===== config.mk =====
export PLATFORM = sky130hd
export DESIGN_NAME = tcm_sym_encoder
export DESIGN_NICKNAME = d
export VERILOG_FILES = /design/src/rtl/tcm_enc_pkg.sv /design/src/rtl/tcm_diff_stage.sv /design/src/rtl/tcm_trellis_stage.sv /design/src/rtl/tcm_sym_encoder.sv
export SDC_FILE = /design/constraint.sdc
export NUM_CORES = 1
export LEC_CHECK = 0
export ABC_AREA = 1
export BUFFER_PORTS_ARGS = -buffer_cell sky130_fd_sc_hd__buf_2
export CAP_MARGIN = 10
export CORE_AREA = 2 2 42 44
export CTS_CLUSTER_SIZE = 24
export DETAILED_ROUTE_END_ITERATION = 10
export DIE_AREA = 0 0 44 46
export GPL_ROUTABILITY_DRIVEN = 1
export SYNTH_ARGS = -nofsm -noshare
export SYNTH_HDL_FRONTEND = slang
export SYNTH_SLANG_ARGS = --single-unit

===== constraint.sdc =====
create_clock -name clk -period 1.54 [get_ports clk]
set_input_delay 0.462 -clock clk [delete_from_list [all_inputs] [get_ports clk]]
set_output_delay 0.462 -clock clk [all_outputs]
set_load 0.02 [all_outputs]

===== src/rtl/tcm_enc_pkg.sv =====
package tcm_enc_pkg;
    localparam int PAIR_W  = 2;
    localparam int PLAIN_W = 2;
    localparam int GROUP_W = PAIR_W + PLAIN_W;
    localparam int SYM_W   = GROUP_W + 1;
    localparam int LUT_N   = 1 << (2 * PAIR_W);

    typedef logic [PAIR_W-1:0] pair_t;

    typedef struct packed {
        pair_t               coded;  // {Q1,Q2}
        logic [PLAIN_W-1:0]  plain;  // {Q3,Q4}
    } group_t;

    typedef struct packed {
        logic                red;    // Y0
        pair_t               coded;  // {Y1,Y2}
        logic [PLAIN_W-1:0]  plain;  // {Q3,Q4}
    } symbol_t;

    typedef struct packed {
        logic a;
        logic b;
        logic c;
    } trel_state_t;

    function automatic pair_t pair_add(input pair_t x, input pair_t y);
        return pair_t'(x + y);
    endfunction

    function automatic trel_state_t trel_next(input trel_state_t s, input pair_t y);
        trel_state_t n;
        logic t1, t2;
        t1  = y[1] ^ y[0] ^ s.c;
        t2  = y[0] ^ s.b;
        n.c = s.a;
        n.a = (t2 & s.a) ^ t1;
        n.b = (y[1] & s.a) ^ t2;
        return n;
    endfunction
endpackage


===== src/rtl/tcm_diff_stage.sv =====
module tcm_diff_stage
    import tcm_enc_pkg::*;
#(
    parameter bit USE_LUT = 1'b1
) (
    input  logic  clk,
    input  logic  rst,
    input  logic  adv,
    input  pair_t q_pair,
    output pair_t y_pair
);
    pair_t hist_q;

    generate
        if (USE_LUT) begin : g_lut
            pair_t lut [LUT_N];
            for (genvar i = 0; i < LUT_N; i++) begin : g_ent
                localparam logic [2*PAIR_W-1:0] IDX = (2*PAIR_W)'(i);
                assign lut[i] = pair_add(IDX[2*PAIR_W-1:PAIR_W], IDX[PAIR_W-1:0]);
            end
            assign y_pair = lut[{q_pair, hist_q}];
        end else begin : g_add
            assign y_pair = pair_add(q_pair, hist_q);
        end
    endgenerate

    always_ff @(posedge clk) begin
        if (rst)      hist_q <= '0;
        else if (adv) hist_q <= y_pair;
    end

    AST_HIST_HOLD: assert property (@(posedge clk) disable iff (rst)
        !adv |=> $stable(hist_q));
    AST_HIST_FROM_OUT: assert property (@(posedge clk) disable iff (rst)
        adv |=> hist_q == $past(y_pair));
endmodule


===== src/rtl/tcm_trellis_stage.sv =====
module tcm_trellis_stage
    import tcm_enc_pkg::*;
(
    input  logic  clk,
    input  logic  rst,
    input  logic  adv,
    input  pair_t y_pair,
    output logic  red_bit
);
    trel_state_t st_q;
    trel_state_t st_d;

    always_comb begin
        st_d    = trel_next(st_q, y_pair);
        red_bit = st_d.b;
    end

    always_ff @(posedge clk) begin
        if (rst)      st_q <= '0;
        else if (adv) st_q <= st_d;
    end

    AST_STATE_HOLD: assert property (@(posedge clk) disable iff (rst)
        !adv |=> $stable(st_q));
    AST_C_TRAILS_A: assert property (@(posedge clk) disable iff (rst)
        adv |=> st_q.c == $past(st_q.a));
    AST_RED_IS_B: assert property (@(posedge clk) disable iff (rst)
        adv |=> st_q.b == $past(red_bit));
endmodule


===== src/rtl/tcm_sym_encoder.sv =====
module tcm_sym_encoder
    import tcm_enc_pkg::*;
(
    input  logic               clk,
    input  logic               rst,
    input  logic               in_valid,
    input  logic [GROUP_W-1:0] in_data,
    output logic               out_valid,
    output logic [SYM_W-1:0]   out_sym
);
    group_t  grp;
    pair_t   y_pair;
    logic    red_bit;
    symbol_t sym_d;
    symbol_t sym_q;
    logic    vld_q;

    assign grp = group_t'(in_data);

    tcm_diff_stage #(.USE_LUT(1'b1)) u_diff (
        .clk    (clk),
        .rst    (rst),
        .adv    (in_valid),
        .q_pair (grp.coded),
        .y_pair (y_pair)
    );

    tcm_trellis_stage u_trel (
        .clk     (clk),
        .rst     (rst),
        .adv     (in_valid),
        .y_pair  (y_pair),
        .red_bit (red_bit)
    );

    always_comb begin
        sym_d.red   = red_bit;
        sym_d.coded = y_pair;
        sym_d.plain = grp.plain;
    end

    always_ff @(posedge clk) begin
        if (rst) begin
            vld_q <= 1'b0;
            sym_q <= '0;
        end else begin
            vld_q <= in_valid;
            if (in_valid) sym_q <= sym_d;
        end
    end

    assign out_valid = vld_q;
    assign out_sym   = sym_q;

    AST_VALID_FOLLOWS: assert property (@(posedge clk) disable iff (rst)
        in_valid |=> out_valid);
    AST_VALID_DROPS: assert property (@(posedge clk) disable iff (rst)
        !in_valid |=> !out_valid);
    AST_PLAIN_PASS: assert property (@(posedge clk) disable iff (rst)
        in_valid |=> out_sym[PLAIN_W-1:0] == $past(in_data[PLAIN_W-1:0]));
    AST_SYM_HOLD: assert property (@(posedge clk) disable iff (rst)
        !in_valid |=> $stable(out_sym));
    AST_RESET_CLEAR: assert property (@(posedge clk)
        $past(rst) |-> (!out_valid && out_sym == '0));
endmodule


# == After elaboration in Yosys (flattened, before gate mapping) ==
# Memories as Yosys holds them, arrays and structs flattened.
# Cells that the tools add are included.
# word_totals
out_inout_bits,6
ff_bits,8
inputBits,7
elab_cells,18
mem_bits_ro,32
n_memories,1
# op_classes
mux,2
n_bitwise,8
order_cmp,1
# memory_table
name,depth,width,rd,rd_ports_with_merged_regs,write_ports,line_no,rtl
(no name shown),16,2,1,0,0,tcm_diff_stage.sv:21,"assign y_pair = lut[{q_pair, hist_q}];"
# ops
operator,count
$ge A5 B5 Y1 const B,1
$not A4 Y5,1
$xor A1 B1 Y1,5
$mux W2,2
$and A1 B1 Y1,2

# == Longest topological paths before layout ==
# Gate-level depths: netlist of run 1.
# logic_depth
ltp_word,7
mapped_depth,10
depth_no_buf,10

# == Cells and area by module ==
# From an unflattened synthesis of run 1, not the netlist that was laid out.
# unflattened
cells_unflattened,91
hier_area_um2,594.3
# by_module_without_submodules
mod,seq_area_each_um2,area_each_um2,n_inst,cells_each
tcm_sym_encoder,120.1,249.0,1,35
tcm_trellis_stage,60.1,198.9,1,33
tcm_diff_stage,40.0,146.4,1,23

# == Worst setup path after synthesis of run 1 ==
# OpenSTA, ideal clock, no wires.
# synth_timing
path_kind,reg-to-reg
from,register u_diff.hist_q[0]
to,"register u_trel.st_q, in the netlist u_trel.st_d[0]"
setup_slack_ns,0.289
required_ns,1.427
t_arrival_ns,1.138
n_path_buf,0
setup_ns,0.113
stages_incl_launch_ff,9
synth_period_minus_slack_ns,1.251
cell_sequence,dfxtp_1 nand2_2 nand2_4 xor2_2 inv_2 nand2_2 nand2_2 nor2_1 nor2_1
# synth_between
elab_chain_len,7
word_cells_on_any_way,9
classes_between,mux: 2; bitwise: 6; memory: 1
# synth_lines
item,line_no,rtl
from (decl),tcm_diff_stage.sv:12,pair_t hist_q;
from (signal assigned),tcm_diff_stage.sv:29,else if (adv) hist_q <= y_pair;
$not A4 Y5 (implied by the code) *,tcm_diff_stage.sv:21,
$mem_v2 Z16 W2 *,--,
$mux W2 (implied by the code) * (2 in a row),tcm_diff_stage.sv:21,
"$xor A1 B1 Y1, on equally long branches","tcm_enc_pkg.sv:35, tcm_enc_pkg.sv:34",
$and A1 B1 Y1 or $xor A1 B1 Y1 (tied branches),"tcm_enc_pkg.sv:37, tcm_enc_pkg.sv:34",
$xor A1 B1 Y1 *,tcm_enc_pkg.sv:37,n.a = (t2 & s.a) ^ t1;
to (signal assigned),tcm_trellis_stage.sv:20,else if (adv) st_q <= st_d;
to (decl),tcm_trellis_stage.sv:10,trel_state_t st_q;
# Mark *: on every way between the ends. The rest lies on a longest branch, timed or not. The select of a mux whose other input is x is not followed.
# A chain may end at the register's enable or synchronous reset.

==> results of run 1 <==
-- flip-flops by register name, indices dropped and copies added, names as in the netlist --
signal and flops:
out_valid 1, u_trel.st_q 2, u_diff.hist_q 2, out_sym 2, u_trel.st_d 1
-- layer usage --
| layer | share of wire [%] | GRT usage (%) | up-vias |
|---|---|---|---|
| met5 | 0 | 0 | - |
| li1 | - | - | 236 |
| met3 | 3.7 | 0 | 5 |
| met4 | 6.0 | 14.55 | 0 |
| met2 | 51 | 17.06 | 12 |
| met1 | 39 | 12.14 | 192 |
-- logic make-up (layout without fill, tap and decap cells) --
group / after synthesis / after routing / share of synthesized area (%)
buf+inv: 13 / 27 / 11.90
flops: 8 / 8 / 36.26
simple gates: 38 / 38 / 39.09
compound gates: 8 / 8 / 9.063
xor+xnor: 1 / 1 / 3.684
-- placed cells by master, fill, tap and decap left out --
master and n:
nand2_4 1, xor2_2 1, clkbuf_4 3, o21ai_0 5, nand2_2 4, buf_2 12, inv_2 1, a21oi_1 3
inv_1 11, nand2_1 14, nand3_1 10, dfxtp_1 8, nor2_1 9
-- power by group --
part / internal (mW) / switching [mW]
logic: 0.0507 / 0.0886
clock network: 0.0897 / 0.0799
registers: 0.225 / 0.0122
-- layout make-up --
class | instances | share of cell area, %
inverters | 12 | 8.372
well taps | 17 | 3.953
flip-flops and latches | 8 | 29.77
repair buffers | 12 | 11.16
clock buffers | 3 | 4.186
multi-input cells | 47 | 42.56
-- final timing paths --
kind | startpoint | to | slack, ns | depth (start not counted)
min reg2reg | u_trel.st_q[0] | u_trel.st_q[0] | 0.48 | 2
max | u_diff.hist_q[0] | out_sym[2] | 0.24 | 1
min | rst | out_valid | 0.38 | 2
max reg2reg | u_diff.hist_q[0] | u_trel.st_d[0] | 0.35 | 8
==> impl_metrics.json, run 1 <==
{
  "yosysWarnings": 0,
  "min_period_ns": 1.304,
  "diodes": 0,
  "max_stage_delay_ns": 0.39,
  "hp-class": "primary input to flip-flop",
  "synthTopCellsByCount": "nand2_1, inv_1, nand3_1",
  "grt.overflow.total": 0,
  "status": "completed",
  "cts_resized": 0,
  "die_width_um": 44,
  "post_cts_buffers": 0,
  "synthCells": 68,
  "synth_nets": 75,
  "drc": 0,
  "fin_total_pwr_mw": 0.5465,
  "syn_area_um2": 441.7,
  "skew_ns": 0.004664,
  "cp_num_buf_inv": 1,
  "routedWlPerCell_um": 9.162,
  "antenna_found_initial": 0,
  "cts_root_buf": "clkbuf_4",
  "grt_usage_pct": 10.97,
  "hold_viol": 0,
  "post-synth-top-count-cell": "nand2_1",
  "fill_cells": 185,
  "synth_top_area_share_pct": 36.26,
  "placed_cells": 96,
  "die_area_um2": 2024,
  "final_nets": 91,
  "drt_first_iter_violations": 9,
  "io_buffer_count": 12,
  "wl_um": 907,
  "via_per_inst": 4.495,
  "rsz0062_at_grt": "no",
  "finalNonFillerCells": 99,
  "vias": 445,
  "clk_latency_ns": 0.27,
  "synthArstFlopShare_pct": 0,
  "core_area_um2": 1614,
  "vdd_drop_max_mv": 0.2938,
  "powerDensity_nw_per_um2": 1016,
  "cts_tree": "built",
  "syn_area_per_cell_um2": 6.495,
  "grt_pass1_vias": 369,
  "fin_area_um2": 538.0,
  "crit_required_ns": 1.08,
  "multi_input_area_um2": 229.0,
  "slew_violations": 0,
  "synth_seq_area_share_pct": 36.26,
  "ios": 13,
  "fmax_ghz": 0.7666,
  "cp-start-kind": "flip-flop",
  "fin_util_pct": 33.33,
  "fp.dieH_um": 46,
  "cp_slowest_cell": "dfxtp_1",
  "p_leak_nw": 0.2978,
  "synth_area_leaders": "dfxtp_1, nand2_1, nand3_1, inv_1, nor2_1",
  "setup_ws_ns": 0.2356,
  "clk_pin_slew_ns": 0.06,
  "area_growth_pct": 21.81,
  "setup_viol": 0,
  "cp-end-kind": "output port",
  "pre_cts_slack_ns": 0.1539,
  "ys.flop_type": "dfxtp_1",
  "cts_buffers": 3,
  "cap_viol_max_count": 0,
  "cp_max_fo": 4,
  "grt_max_degree": 9,
  "crit_arrival_ns": 0.84,
  "htree_levels": 1,
  "drive_above_1_share_pct": 26.83,
  "yosysTopAreaCell": "dfxtp_1",
  "crit_type": "flip-flop to output port",
  "ys_types": 12,
  "dp_hpwl_um": 718.2,
  "post-route-period-util_pct": 84.70,
  "tightest_slew_ns": 0.2095,
  "placed_area_um2": 515.5,
  "critPathTopFamily": "flip-flops",
  "dr.pass1.iters": 4,
  "grt_pass1_wl_mm": 1.538,
  "regArea_um2": 160.2,
  "slew_headroom_pct": 86.02,
  "fin_hold_ws_ns": 0.3814,
  "cts.sinks": 8,
  "worstPathCellList": "buf_2",
  "gp_congestion": 0.8331,
  "rows": 15,
  "start_util_pct": 27.36,
  "synth_edf_count": 0,
  "fin_setup_tns_ns": 0,
  "cts.path.max_buffers": 2,
  "drtAntennaViolNets": 0,
  "holdBufCountCts": 0,
  "synth_seq_cells": 8
}
No activity file was read; power rests on OpenSTA's default activity.
==> inputs of run 2 (changes only) <==
Clock period 1.54 ns to 1.3 ns, I/O delays scaled along.
==> impl_metrics.json, run 2 (synthesized netlist as in run 1, its figures left out) <==
{
  "status": "completed",
  "clk_latency_ns": 0.25,
  "cp_num_buf_inv": 1,
  "cts.sinks": 8,
  "start_util_pct": 27.36,
  "dp_hpwl_um": 662.2,
  "vdd_drop_max_mv": 0.3239,
  "powerDensity_nw_per_um2": 1172,
  "crit_arrival_ns": 0.82,
  "cts_root_buf": "clkbuf_4",
  "grt_pass1_vias": 371,
  "clk_pin_slew_ns": 0.06,
  "placed_cells": 96,
  "layout_commonest_cell": "nand2_1",
  "diodes": 0,
  "internal_power_mw": 0.4338,
  "post-route-period-util_pct": 93.08,
  "grt.overflow.total": 0,
  "rows": 15,
  "cp_slowest_cell": "dfxtp_1",
  "dr.pass1.iters": 4,
  "min_period_ns": 1.210,
  "rsz0062_at_grt": "no",
  "cts_buffers": 3,
  "hp-class": "primary input to flip-flop",
  "cp_max_fo": 4,
  "pre_cts_slack_ns": 0.005114,
  "ios": 13,
  "io_buffer_count": 12,
  "min_from": "rst",
  "cp-start-kind": "flip-flop",
  "grt_pass1_wl_mm": 1.345,
  "comb_power_share_pct": 25.9,
  "area_growth_pct": 22.66,
  "setup_viol": 0,
  "crit_required_ns": 0.91,
  "grt_usage_pct": 9.053,
  "slew_violations": 0,
  "holdBufCountCts": 0,
  "skew_ns": 0.007007,
  "max_stage_delay_ns": 0.38,
  "drc": 0,
  "mostFrequentLayoutCells": "nand2_1, buf_2, inv_1",
  "gp_congestion": 0.7222,
  "cp-startpoint": "u_diff.hist_q[0]",
  "drt_first_iter_violations": 13,
  "vias": 439,
  "antenna_found_initial": 0,
  "timing.rr.start": "u_diff.hist_q[0]",
  "cts_tree": "built",
  "final_nets": 91,
  "drive_above_1_share_pct": 29.27,
  "seq_power_share_pct": 44.3,
  "p_leak_nw": 0.2982,
  "die_area_um2": 2024,
  "cap_viol_max_count": 0,
  "core_area_um2": 1614,
  "wl_um": 833,
  "finalNonFillerCells": 99,
  "via_per_inst": 4.434,
  "p_sw_share_pct": 31.68,
  "routedWlPerCell_um": 8.414,
  "critPathTopFamily": "flip-flops",
  "crit_type": "flip-flop to output port",
  "drtAntennaViolNets": 0,
  "fin_setup_tns_ns": 0,
  "power.switching_mw": 0.2012,
  "slew_headroom_pct": 86.41,
  "grt_max_degree": 9,
  "setup_ws_ns": 0.08991,
  "hold_viol": 0,
  "cp-end-kind": "output port",
  "die_width_um": 44,
  "fmax_ghz": 0.8264,
  "cts.path.max_buffers": 2,
  "fp.dieH_um": 46,
  "htree_levels": 1,
  "clkPwrFrac_pct": 29.8,
  "post_cts_buffers": 0,
  "cts_resized": 0,
  "fin_total_pwr_mw": 0.6350,
  "worstPathCellList": "buf_2",
  "tightest_slew_ns": 0.2037
}
-- run 2: power by group through the flow --
stage | clock network, mW | registers, mW | logic [mW]
final | 0.189 | 0.282 | 0.164
after global routing | 0.216 | 0.285 | 0.187
after CTS | 0.197 | 0.281 | 0.165
after detailed placement | 0 | 0.286 | 0.165
after global placement | 0 | 0.285 | 0.162
after floorplan | 0 | 0.298 | 0.113
-- run 2: cell type report --
type / count / area, µm²
fillers: 187 / 1072
multi-input cells: 47 / 231.5
flip-flops and latches: 8 / 161.4
repair buffers: 12 / 60.06
inverters: 12 / 45.04
clock buffers: 3 / 22.52
well taps: 17 / 21.27
-- run 2: stage by stage --
stage / cell area (µm²) / util [%] / hold WS [ns]
after floorplan: 441.7 / - / 0.4488
after global placement: 515.5 / 31.94 / 0.4649
after detailed placement: 515.5 / 31.94 / 0.4721
after CTS: 538.0 / 33.33 / 0.3205
after global routing: 541.8 / 33.57 / 0.3172
final: 541.8 / 33.57 / 0.3249
-- run 2: worst paths after layout --
kind	end	slack, ns	depth (start not counted)
worst max-delay path	out_sym[2]	0.09	1
worst min-delay path	out_valid	0.32	2
worst max register to register	u_trel.st_d[0]	0.12	8
worst min register to register	u_trel.st_q[0]	0.48	2
-- run 2: per-layer routing --
metal	GRT usage (%)	part of all wire [%]	vias to the layer above	routed length, µm
li1	-	-	237	-
met1	9.693	40	195	337
met2	15.88	57	7	473
met3	1.190	2.6	0	22
met4	7.273	0	0	0
met5	0	0	-	0
